--- config.mk ---
export PLATFORM = sky130hd
export DESIGN_NAME = carrier_win_dec
export DESIGN_NICKNAME = d
export VERILOG_FILES = /design/src/rtl/cwd_pkg.sv /design/src/rtl/cwd_cfg_regs.sv /design/src/rtl/cwd_short_dec.sv /design/src/rtl/cwd_mem_dec.sv /design/src/rtl/carrier_win_dec.sv
export SDC_FILE = /design/constraint.sdc
export NUM_CORES = 1
export LEC_CHECK = 0
export BUFFER_PORTS_ARGS = -buffer_cell sky130_fd_sc_hd__buf_2
export CORE_AREA = 2 2 103 105
export DETAILED_ROUTE_END_ITERATION = 12
export DIE_AREA = 0 0 105 107
export PLACE_DENSITY = 0.47
export SYNTH_ARGS = -nofsm -noshare
export SYNTH_HDL_FRONTEND = slang
export SYNTH_SLANG_ARGS = --single-unit
export TNS_END_PERCENT = 50
--- constraint.sdc ---
create_clock -name clk -period 2.05 [get_ports clk]
set_clock_uncertainty 0.1 [all_clocks]
set_input_delay 0.205 -clock clk [delete_from_list [all_inputs] [get_ports clk]]
set_output_delay 0.205 -clock clk [all_outputs]
set_load 0.02 [all_outputs]
--- src/rtl/cwd_pkg.sv ---
package cwd_pkg;
    localparam int NSLOT  = 4;
    localparam int SLOT_W = $clog2(NSLOT);
    localparam int OFF_W  = 23;

    typedef enum logic [1:0] {
        SP_ID  = 2'd0,
        SP_IO  = 2'd1,
        SP_MEM = 2'd2
    } space_e;

    typedef struct packed {
        logic              hit;
        logic [SLOT_W-1:0] slot;
        space_e            space;
        logic [OFF_W-1:0]  offset;
    } dec_t;
endpackage

--- src/rtl/cwd_cfg_regs.sv ---
module cwd_cfg_regs
    import cwd_pkg::*;
#(
    parameter int RA_W   = 3,
    parameter int DW     = 8,
    parameter int SBASE_W = 6,
    parameter int MBASE_W = 4
) (
    input  logic                             clk,
    input  logic                             rst_n,
    input  logic                             we,
    input  logic [RA_W-1:0]                  waddr,
    input  logic [DW-1:0]                    wdata,
    output logic [SBASE_W-1:0]               short_base,
    output logic                             short_en,
    output logic [NSLOT-1:0]                 mem_en,
    output logic [NSLOT-1:0][MBASE_W-1:0]    mem_base,
    output logic [NSLOT-1:0][1:0]            mem_size
);
    localparam logic [RA_W-1:0] RA_BASE = RA_W'(0);
    localparam logic [RA_W-1:0] RA_SET  = RA_W'(1);
    localparam logic [RA_W-1:0] RA_CLR  = RA_W'(2);
    localparam logic [RA_W-1:0] RA_MEN  = RA_W'(3);
    localparam int              RA_SLOT0 = 4;

    always_ff @(posedge clk or negedge rst_n) begin
        if (!rst_n) begin
            short_base <= '0;
            short_en   <= 1'b0;
            mem_en     <= '0;
        end else if (we) begin
            if (waddr == RA_BASE) short_base <= wdata[SBASE_W-1:0];
            if (waddr == RA_SET && wdata[0]) short_en <= 1'b1;
            if (waddr == RA_CLR && wdata[0]) short_en <= 1'b0;
            if (waddr == RA_MEN) mem_en <= wdata[NSLOT-1:0];
        end
    end

    for (genvar k = 0; k < NSLOT; k++) begin : g_slot
        always_ff @(posedge clk or negedge rst_n) begin
            if (!rst_n) begin
                mem_base[k] <= '0;
                mem_size[k] <= '0;
            end else if (we && waddr == RA_W'(RA_SLOT0 + k)) begin
                mem_base[k] <= wdata[MBASE_W-1:0];
                mem_size[k] <= wdata[MBASE_W+1:MBASE_W];
            end
        end
    end
endmodule

--- src/rtl/cwd_short_dec.sv ---
module cwd_short_dec
    import cwd_pkg::*;
#(
    parameter int WIN_W = 10,
    parameter int IO_W  = 7,
    parameter int ID_W  = 5
) (
    input  logic                 en,
    input  logic [15-WIN_W:0]    base,
    input  logic [15:0]          addr,
    input  logic                 word,
    output dec_t                 res
);
    localparam int IO_SPAN_W = IO_W + SLOT_W;
    localparam int ID_SPAN_W = ID_W + SLOT_W;
    localparam int ID_TAG    = 1 << (IO_SPAN_W - ID_SPAN_W);

    logic [WIN_W-1:0] off;
    assign off = addr[WIN_W-1:0];

    always_comb begin
        res = '0;
        if (en && addr[15:WIN_W] == base) begin
            if (off[WIN_W-1:IO_SPAN_W] == '0) begin
                if (!(word && addr[0])) begin
                    res.hit    = 1'b1;
                    res.slot   = off[IO_SPAN_W-1:IO_W];
                    res.space  = SP_IO;
                    res.offset = OFF_W'(off[IO_W-1:0]);
                end
            end else if (off[WIN_W-1:ID_SPAN_W] == (WIN_W-ID_SPAN_W)'(ID_TAG)) begin
                if (!word && addr[0]) begin
                    res.hit    = 1'b1;
                    res.slot   = off[ID_SPAN_W-1:ID_W];
                    res.space  = SP_ID;
                    res.offset = OFF_W'(off[ID_W-1:0]);
                end
            end
        end
    end
endmodule

--- src/rtl/cwd_mem_dec.sv ---
module cwd_mem_dec
    import cwd_pkg::*;
#(
    parameter int AW      = 24,
    parameter int BLK_W   = 20,
    parameter int MBASE_W = 4
) (
    input  logic [NSLOT-1:0]              en,
    input  logic [NSLOT-1:0][MBASE_W-1:0] base,
    input  logic [NSLOT-1:0][1:0]         size,
    input  logic [AW-1:0]                 addr,
    input  logic                          word,
    output dec_t                          res
);
    logic [NSLOT-1:0]            match;
    logic [NSLOT-1:0][OFF_W-1:0] loc;

    for (genvar k = 0; k < NSLOT; k++) begin : g_win
        logic [MBASE_W-1:0] msk;
        assign msk      = {MBASE_W{1'b1}} << size[k];
        assign match[k] = en[k] && (((addr[AW-1:BLK_W] ^ base[k]) & msk) == '0);
        assign loc[k]   = OFF_W'({addr[AW-2:BLK_W] & ~msk[MBASE_W-2:0], addr[BLK_W-1:0]});
    end

    always_comb begin
        logic found;
        res   = '0;
        found = 1'b0;
        for (int k = 0; k < NSLOT; k++) begin
            if (!found && match[k]) begin
                found = 1'b1;
                if (!(word && addr[0])) begin
                    res.hit    = 1'b1;
                    res.slot   = SLOT_W'(k);
                    res.space  = SP_MEM;
                    res.offset = loc[k];
                end
            end
        end
    end
endmodule

--- src/rtl/carrier_win_dec.sv ---
module carrier_win_dec
    import cwd_pkg::*;
(
    input  logic        clk,
    input  logic        rst_n,
    input  logic        cfg_we,
    input  logic [2:0]  cfg_addr,
    input  logic [7:0]  cfg_wdata,
    input  logic        acc_valid,
    input  logic        acc_short,
    input  logic        acc_word,
    input  logic [23:0] acc_addr,
    output logic        dec_valid,
    output logic        dec_hit,
    output logic [1:0]  dec_slot,
    output logic [1:0]  dec_space,
    output logic [22:0] dec_offset
);
    typedef enum logic {ST_IDLE, ST_SHOW} state_e;

    state_e state_q, state_d;

    logic [5:0]             short_base;
    logic                   short_en;
    logic [NSLOT-1:0]       mem_en;
    logic [NSLOT-1:0][3:0]  mem_base;
    logic [NSLOT-1:0][1:0]  mem_size;
    dec_t                   sres, mres, res_q;

    cwd_cfg_regs u_cfg (
        .clk(clk), .rst_n(rst_n), .we(cfg_we), .waddr(cfg_addr), .wdata(cfg_wdata),
        .short_base(short_base), .short_en(short_en),
        .mem_en(mem_en), .mem_base(mem_base), .mem_size(mem_size)
    );

    cwd_short_dec u_sdec (
        .en(short_en), .base(short_base), .addr(acc_addr[15:0]),
        .word(acc_word), .res(sres)
    );

    cwd_mem_dec u_mdec (
        .en(mem_en), .base(mem_base), .size(mem_size),
        .addr(acc_addr), .word(acc_word), .res(mres)
    );

    always_ff @(posedge clk or negedge rst_n) begin
        if (!rst_n) state_q <= ST_IDLE;
        else        state_q <= state_d;
    end

    always_comb begin
        state_d = state_q;
        unique case (state_q)
            ST_IDLE: if (acc_valid) state_d = ST_SHOW;            // IDLE_TO_SHOW
            ST_SHOW: state_d = acc_valid ? ST_SHOW : ST_IDLE;     // SHOW_TO_SHOW / SHOW_TO_IDLE
            default: state_d = ST_IDLE;
        endcase
    end

    always_ff @(posedge clk or negedge rst_n) begin
        if (!rst_n)         res_q <= '0;
        else if (acc_valid) res_q <= acc_short ? sres : mres;
        else                res_q <= '0;
    end

    assign dec_valid  = (state_q == ST_SHOW);
    assign dec_hit    = res_q.hit;
    assign dec_slot   = res_q.slot;
    assign dec_space  = res_q.space;
    assign dec_offset = res_q.offset;
endmodule

==> results of run 1 <==
## stage by stage
| step | cells | total power (W) | util [%] | TNS, ps | hold slack [ps] |
|---|---|---|---|---|---|
| after floorplan | 237 | 0.00214 | - | 0 | -191 |
| after global placement | 440 | 0.00238 | 34.8 | 0 | 151 |
| after detailed placement | 440 | 0.00240 | 34.8 | 0 | 154 |
| after CTS | 475 | 0.00366 | 39.0 | 0 | 11.0 |
| after global routing | 477 | 0.00388 | 39.8 | -56.3 | 28.5 |
| final | 477 | 0.00366 | 39.8 | 0 | 30.0 |
## worst max-delay path by stage
stage                            from              to  slack [ps]  depth (start not counted)
floorplan           u_cfg.mem_size[5]   dec_offset[5]         170                          6
global placement    u_cfg.mem_size[3]   dec_offset[5]          70                          6
detailed placement       acc_addr[22]  dec_offset[15]          40                          7
CTS                 u_cfg.mem_size[3]  dec_offset[21]          40                          5
global route        u_cfg.mem_base[7]  dec_offset[20]         -30                          6
finish              u_cfg.mem_size[3]   dec_offset[6]          80                          6
## final cells by class
cell class | instances | area (um2)
clock buffer | 12 | 155
clock inverter | 3 | 65.1
fill | 1038 | 6080
inverter | 3 | 11.3
multi-input combinational | 163 | 1390
sequential | 64 | 1600
tap | 136 | 170
timing repair buffer | 96 | 618
## Yosys cell counts (2+ instances only)
master,number
mux2_2,34
nor4_1,2
buf_4,4
nand4b_1,2
nor2b_1,2
a2111oi_2,2
inv_1,3
o211ai_2,2
or2_1,2
nor3_1,4
a21oi_1,2
xnor2_1,17
clkbuf_1,2
xor2_1,3
nor2_1,9
o21a_1,2
dfrtp_1,64
o21ai_0,7
xnor2_2,2
a21o_1,2
nand3_1,4
and3_1,3
and2_1,22
nand2_1,10
nand4_1,3
## flip-flops by register name (all words and copies together) (netlist names)
| name | cells |
|---|---|
| dec_offset | 23 |
| u_cfg.short_en | 1 |
| u_cfg.mem_base | 16 |
| dec_slot | 2 |
| u_cfg.mem_en | 4 |
| u_cfg.mem_size | 8 |
| dec_valid | 1 |
| dec_space | 2 |
| dec_hit | 1 |
| u_cfg.short_base | 6 |
## power by group
group	internal [W]	total (W)	switching (W)
clock network	0.000743	0.00121	0.000469
registers	0.00145	0.00157	0.000120
logic	0.000441	0.000877	0.000437
## cells by family (layout without fill, tap and decap cells)
kind of cell    count (synthesis)  after routing  share of synthesized area [%]
compound gates                 34             34                           10.3
buf+inv                        10            114                           2.01
simple gates                   73             73                           14.5
mux                            34             34                           12.8
xor+xnor                       22             22                           6.94
flops                          64             64                           53.5
## metal layers
layer	track usage (%)	vias up
li1	-	1045
met1	17.3	1066
met2	21.0	49
met3	3.77	9
met4	5.43	0
met5	0	-
## what timing repair did
action / CTS / global route
setup buffers: 0 / 1
hold endpoints to repair: 83 / 1
endpoints found under the setup margin: 0 / 24
resized for setup: 0 / 10
hold buffers: 20 / 1
==> impl_metrics.py, run 1 <==
metrics = {
    "detailed_routing": {
        "viasPerCell": 4.55,
        "drt-pass1-iter-count": 4,
        "vias": 2169,
        "drt-total-wl_um": 6870,
        "wl_met3_um": 294,
        "top_layer_used": "met4",
        "dr_wl_met2_um": 3210,
        "ant_nets": 0,
        "drt_iter0_markers": 60,
        "drcViolationCount": 0,
        "wl_met1_um": 3240,
        "wl_per_cell_um": 14.4,
    },
    "die": {
        "core_area_um2": 10100,
        "die_h_um": 107,
        "die_x_um": 105,
        "rows": 37,
        "initial_core_util_pct": 29.7,
        "die-area_um2": 11200,
        "io_pins": 70,
    },
    "power": {
        "p_per_area_nw_per_um2": 912,
        "ir_worst_vdd_mv": 0.340,
        "p_leak_nw": 1.83,
    },
    "cells_and_area": {
        "fin_nets": 378,
        "syn_to_final_growth_pct": 34.0,
        "layout_common_cells": "buf_2 (67), dfrtp_1 (63), mux2_2 (34)",
        "antenna-diode-count": 0,
        "fin_area_um2": 4010,
        "final_common_cell": "buf_2",
        "drive_above_1_share_pct": 43.1,
    },
    "setup_path": {
        "cp-end-kind": "flip-flop",
        "crit_arrival_ps": 2100,
        "crit_chain": "and2_2, o211ai_4, o32ai_4, o31a_4, or2_1, and2_1",
        "crit_type": "reg2reg",
        "r2r-end": "dec_offset[6]",
        "rrSetupSlack_ps": 80,
        "max_stage_delay_ps": 410,
        "required_ps": 2180,
        "critPathMaxFanout": 7,
        "ff2ff_path_depth": 6,
        "critPathBufInv": 0,
        "cp-start-kind": "flip-flop",
        "cp_top_family": "compound AO/OA/AOI/OAI gates",
        "r2r-start": "u_cfg.mem_size[3]",
        "cp_slowest_cell": "dfrtp_1",
    },
    "cts": {
        "clock_path_buffers": 2,
        "cts_sinks": 64,
        "insertion_delay_ps": 340,
        "root_buffer": "clkbuf_8",
        "h-tree-depth": 3,
        "cts_tree": "built",
        "cts_buffers": 9,
        "path_clk_slew_ps": 70,
    },
    "sta": {
        "max_freq_ghz": 0.508,
        "drv_slew": 0,
        "timing.final.ws_setup_ps": 80.0,
        "hold_violations": 0,
        "rsz0062_at_grt": "yes",
        "setup_viol": 0,
        "fin_crit_ps": 1970,
        "fin_crit_sh_pct": 96.1,
        "relSlewSlack_pct": 63.8,
        "tightest_slew_ps": 541,
    },
    "min_path": {
        "hold_path_depth": 2,
        "hold_path.class": "in2reg",
        "hp-start": "acc_addr[9]",
        "hold_end": "dec_space[0]",
    },
    "placed_design": {
        "portBuffers": 67,
        "hpwl_um": 4930,
        "place.gp.congestion": 0.809,
        "place_area_um2": 3520,
        "post-place-ws_ps": 41.9,
    },
    "grt": {
        "antenna_found_initial": 0,
        "grt_max_degree": 65,
        "overflow": 0,
        "grt_pass1_vias": 2236,
        "grt_pass1_wl_um": 11500,
        "grtUsageTotal_pct": 13.3,
    },
    "synth": {
        "syn_inst": 237,
        "syn_avg_cell_area_um2": 12.6,
        "ys_seq_area_share_pct": 53.5,
        "synthTopCellsByArea": "dfrtp_1 (53%), mux2_2 (13%), xnor2_1 (5.0%)",
        "synth_top_area_share_pct": 53.5,
        "syn_area_um2": 2990,
        "synth-seq-cells": 64,
        "yosysWarnings": 0,
        "synth.distinct_cells": 53,
        "synth_flop_cell": "dfrtp_1",
        "async_flop_share_pct": 100,
        "yosys.area.top_type": "dfrtp_1",
        "synth_nets": 278,
        "synth_edf_count": 0,
    },
    "run": {
        "maxCapViolCount": 0,
    },
    "status": {
        "status": "finished clean",
    },
}
Note: power is estimated with default switching activity, not from simulation.
==> run 2: changes to the inputs <==
Settings changed: REMOVE_ABC_BUFFERS set to 1.
==> impl_metrics.py, run 2 (synthesized netlist as in run 1, its figures left out) <==
metrics = {
    "cells_and_area": {
        "layout_common_cells": "buf_2 (67), dfrtp_1 (64), mux2_2 (34)",
        "fin_nets": 375,
        "largest_reg_flops": 23,
        "syn_to_final_growth_pct": 32.2,
        "stdcell_count": 474,
        "regArea_um2": 1600,
        "drive_above_1_share_pct": 42.6,
        "fill_cells": 1050,
        "utilization_pct": 39.2,
        "multi_input_area_um2": 1380,
        "fin_area_um2": 3960,
        "antenna-diode-count": 0,
        "final_common_cell": "buf_2",
    },
    "detailed_routing": {
        "ant_nets": 0,
        "drt-total-wl_um": 6700,
        "vias": 2135,
        "viasPerCell": 4.50,
        "drt-pass1-iter-count": 4,
        "wl_per_cell_um": 14.1,
        "drt_iter0_markers": 43,
        "drcViolationCount": 0,
    },
    "placed_design": {
        "portBuffers": 67,
        "place_area_um2": 3510,
        "place.gp.congestion": 0.762,
        "hpwl_um": 4830,
        "placed_cells": 439,
    },
    "run": {
        "maxCapViolCount": 0,
    },
    "cts": {
        "h-tree-depth": 3,
        "cts_tree": "built",
        "path_clk_slew_ps": 70,
        "cts_sinks": 64,
        "clock_path_buffers": 2,
        "cts_buffers": 9,
        "root_buffer": "clkbuf_8",
        "insertion_delay_ps": 340,
    },
    "setup_path": {
        "critPathMaxFanout": 6,
        "required_ps": 2160,
        "crit_type": "reg2reg",
        "ff2ff_path_depth": 6,
        "cp-start-kind": "flip-flop",
        "cp-end-kind": "flip-flop",
        "crit_arrival_ps": 2140,
    },
    "die": {
        "initial_core_util_pct": 29.7,
        "io_pins": 70,
        "die_x_um": 105,
        "die_h_um": 107,
        "rows": 37,
        "core_area_um2": 10100,
        "die-area_um2": 11200,
    },
    "grt": {
        "antenna_found_initial": 0,
        "grt_pass1_wl_um": 10600,
        "grt_pass1_vias": 2104,
        "grt_max_degree": 65,
        "grtUsageTotal_pct": 12.3,
        "overflow": 0,
    },
    "sta": {
        "rsz0062_at_grt": "yes",
        "drv_slew": 0,
        "setup_viol": 0,
        "hold_violations": 0,
        "fin_crit_sh_pct": 99.0,
        "max_freq_ghz": 0.493,
        "relSlewSlack_pct": 55.5,
        "tightest_slew_ps": 666,
        "fin_crit_ps": 2030,
    },
    "status": {
        "status": "finished clean",
    },
    "power": {
        "p_leak_nw": 1.82,
        "p_per_area_nw_per_um2": 895,
        "ir_worst_vdd_mv": 0.288,
    },
    "min_path": {
        "hold_path.class": "in2reg",
        "hold_path_depth": 2,
    },
}
## run 2: through the flow
stage | power, W | hold slack [ps] | setup TNS [ps] | worst slack [ps]
floorplan | 0.00212 | -191 | 0 | 135
global placement | 0.00238 | 149 | 0 | 69.9
detailed placement | 0.00240 | 147 | 0 | 20.4
CTS | 0.00355 | 1.26 | 0 | 29.2
global route | 0.00374 | 12.5 | -161 | -94.8
finish | 0.00354 | 9.60 | 0 | 20.4
## run 2: final timing paths
kind                       slack (ps)                 to               from
hold / removal                     10     dec_offset[10]       acc_addr[10]
setup reg to reg                   20     dec_offset[21]  u_cfg.mem_base[3]
setup / recovery                   20     dec_offset[21]  u_cfg.mem_base[3]
hold reg to reg                   410    u_cfg.mem_en[3]    u_cfg.mem_en[3]
max in group asynchronous        1240  u_cfg.mem_base[6]              rst_n
min in group asynchronous         300      dec_offset[3]              rst_n
## run 2: cell type report
type	count	area share, %
flip-flops and latches	64	40.5
multi-input cells	163	34.8
repair buffers	93	14.9
well taps	136	4.30
clock buffers	12	4.17
clock inverters	3	1.01
inverters	3	0.285
## run 2: repair_timing
| action | in CTS | in global routing |
|---|---|---|
| setup endpoints to repair | 0 | 8 |
| endpoints found under the hold margin | 82 | 0 |
| resized for setup | 0 | 6 |
| setup buffers | 0 | 1 |
| hold buffers | 19 | 0 |
## run 2: metal layers
layer | GRT usage, % | part of all wire [%]
met3 | 2.67 | 4.5
met2 | 19.9 | 47
met4 | 6.00 | 1.8
met5 | 0 | 0
met1 | 15.7 | 46
## run 2: power by group
group	total, W	switching, W	leakage [nW]	internal [W]
registers	0.00157	0.000119	0.817	0.00145
logic	0.000856	0.000422	0.891	0.000434
clock network	0.00112	0.000467	0.108	0.000650
total	0.00354	0.00101	1.82	0.00253
## run 2: worst max-delay path: stages, from the launching register on
cell and delay (ps):
dfrtp_1 380, xnor2_1 190, o211ai_2 180, nor2_2 280
and2_1 160, o21ai_0 180, a2111oi_4 430
==> run 3: changes to the inputs <==
Clock period 2.05 ns to 1.89 ns, I/O delays scaled along.
==> impl_metrics.py, run 3 (synthesized netlist as in run 1, its figures left out) <==
metrics = {
    "status": {
        "status": "finished, violations left",
        "violations": "negative setup slack",
    },
    "sta": {
        "timing.final.ws_setup_ps": -25.8,
        "hold_violations": 0,
        "setup_viol": 2,
        "drv_slew": 0,
        "fin_crit_ps": 1920,
        "fin_crit_sh_pct": 101,
        "rsz0062_at_grt": "yes",
        "fin_tns_setup_ps": -32.3,
        "max_freq_ghz": 0.522,
        "tightest_slew_ps": 424,
        "relSlewSlack_pct": 71.6,
    },
    "cells_and_area": {
        "fin_area_um2": 4100,
        "utilization_pct": 40.6,
        "fill_cells": 1046,
        "syn_to_final_growth_pct": 36.9,
        "layout_common_cells": "buf_2 (67), dfrtp_1 (64), mux2_2 (34)",
        "antenna-diode-count": 0,
        "final_common_cell": "buf_2",
        "largest_reg_flops": 23,
        "fin_nets": 389,
        "drive_above_1_share_pct": 46.2,
    },
    "die": {
        "core_area_um2": 10100,
        "die-area_um2": 11200,
        "initial_core_util_pct": 29.7,
        "die_x_um": 105,
        "rows": 37,
        "die_h_um": 107,
        "io_pins": 70,
    },
    "detailed_routing": {
        "drt_iter0_markers": 63,
        "top_layer_used": "met4",
        "viasPerCell": 4.48,
        "wl_per_cell_um": 14.0,
        "dr_wl_met2_um": 3240,
        "drt-pass1-iter-count": 4,
        "vias": 2192,
        "ant_nets": 0,
        "wl_met1_um": 3150,
        "wl_met3_um": 336,
        "drcViolationCount": 0,
        "drt-total-wl_um": 6820,
    },
    "setup_path": {
        "r2r-start": "u_cfg.mem_base[1]",
        "rrSetupSlack_ps": -30,
        "r2r-end": "dec_offset[6]",
        "cp-start-kind": "flip-flop",
        "cp_slowest_cell": "dfrtp_1",
        "crit_arrival_ps": 2040,
        "ff2ff_path_depth": 6,
        "critPathMaxFanout": 6,
        "required_ps": 2020,
        "cp-startpoint": "u_cfg.mem_base[1]",
        "crit_type": "reg2reg",
        "max_stage_delay_ps": 390,
        "cp-end-kind": "flip-flop",
        "crit_chain": "xnor2_1, o211ai_2, o32ai_4, o31a_4, or2_1, and2_1",
    },
    "min_path": {
        "hold_path_depth": 3,
        "hold_path.class": "in2reg",
        "hp-start": "acc_valid",
        "hold_end": "dec_offset[0]",
    },
    "power": {
        "p_per_area_nw_per_um2": 929,
        "p_leak_nw": 1.87,
        "total_power_w": 0.00381,
        "ir_worst_vdd_mv": 0.394,
    },
    "placed_design": {
        "place_area_um2": 3600,
        "portBuffers": 67,
        "post-place-ws_ps": -96.8,
        "place.gp.congestion": 0.734,
        "hpwl_um": 4960,
    },
    "grt": {
        "grt_pass1_vias": 2239,
        "grtUsageTotal_pct": 13.1,
        "grt_pass1_wl_um": 11400,
        "antenna_found_initial": 0,
        "overflow": 0,
        "grt_max_degree": 65,
    },
    "run": {
        "maxCapViolCount": 0,
    },
    "cts": {
        "cts_tree": "built",
        "h-tree-depth": 3,
        "root_buffer": "clkbuf_8",
        "clock_path_buffers": 2,
        "cts_buffers": 9,
        "path_clk_slew_ps": 80,
        "insertion_delay_ps": 340,
        "post_cts_buffers": 0,
        "cts_sinks": 64,
    },
}
-- run 3: changes by cell type in the layout (fill, tap and decap cells not counted), moves of 2 or more --
cell and delta:
xnor2_1 -2, buf_4 +11, clkbuf_8 -2, clkinvlp_4 +4, xnor2_2 +2, dlygate4sd3_1 +3
-- run 3: worst max path at each step --
stage	end
2_1_floorplan	dec_offset[5]
3_5_place_dp	dec_offset[4]
6_report	dec_offset[6]
3_3_place_gp	dec_offset[5]
5_1_grt	dec_offset[21]
4_1_cts	dec_offset[6]
-- run 3: worst max-delay path: cells and delay by family, from the launching register on --
kind	cells	cell delay [ps]
XOR/XNOR	1	140
AND/OR/NAND/NOR	2	380
flip-flops	1	390
AO/OA/AOI/OAI	3	800
-- run 3: area by class of cell --
class / instances / area [um2] / area share (%)
Sequential cell: 64 / 1600 / 39.1
Multi-Input combinational cell: 163 / 1430 / 34.9
Timing Repair Buffer: 107 / 703 / 17.1
Tap cell: 136 / 170 / 4.15
Clock buffer: 10 / 138 / 3.36
Clock inverter: 6 / 43.8 / 1.07
Inverter: 3 / 11.3 / 0.275
-- run 3: metal layers --
layer	GRT usage, %	up-vias
li1	-	1066
met4	6.00	0
met3	3.10	9
met1	17.0	1066
met2	20.7	51
met5	0	-
-- run 3: stage by stage --
| stage | instances | hold slack [ps] |
|---|---|---|
| 2_1_floorplan | 230 | -207 |
| 3_3_place_gp | 451 | 133 |
| 4_1_cts | 489 | 6.03 |
| 6_report | 489 | 17.4 |
| 3_5_place_dp | 451 | 134 |
| 5_1_grt | 489 | 12.9 |
-- run 3: where the power goes --
part	total (W)	internal, W	switching, W
registers	0.00170	0.00157	0.000134
logic	0.00104	0.000543	0.000496
clock network	0.00107	0.000513	0.000553
total	0.00381	0.00263	0.00118
-- run 3: what timing repair did --
action	CTS	global route
resized for setup	13	4
hold buffers	22	0
pin swaps	9	9
hold endpoints to repair	85	0
endpoints found under the setup margin	24	25
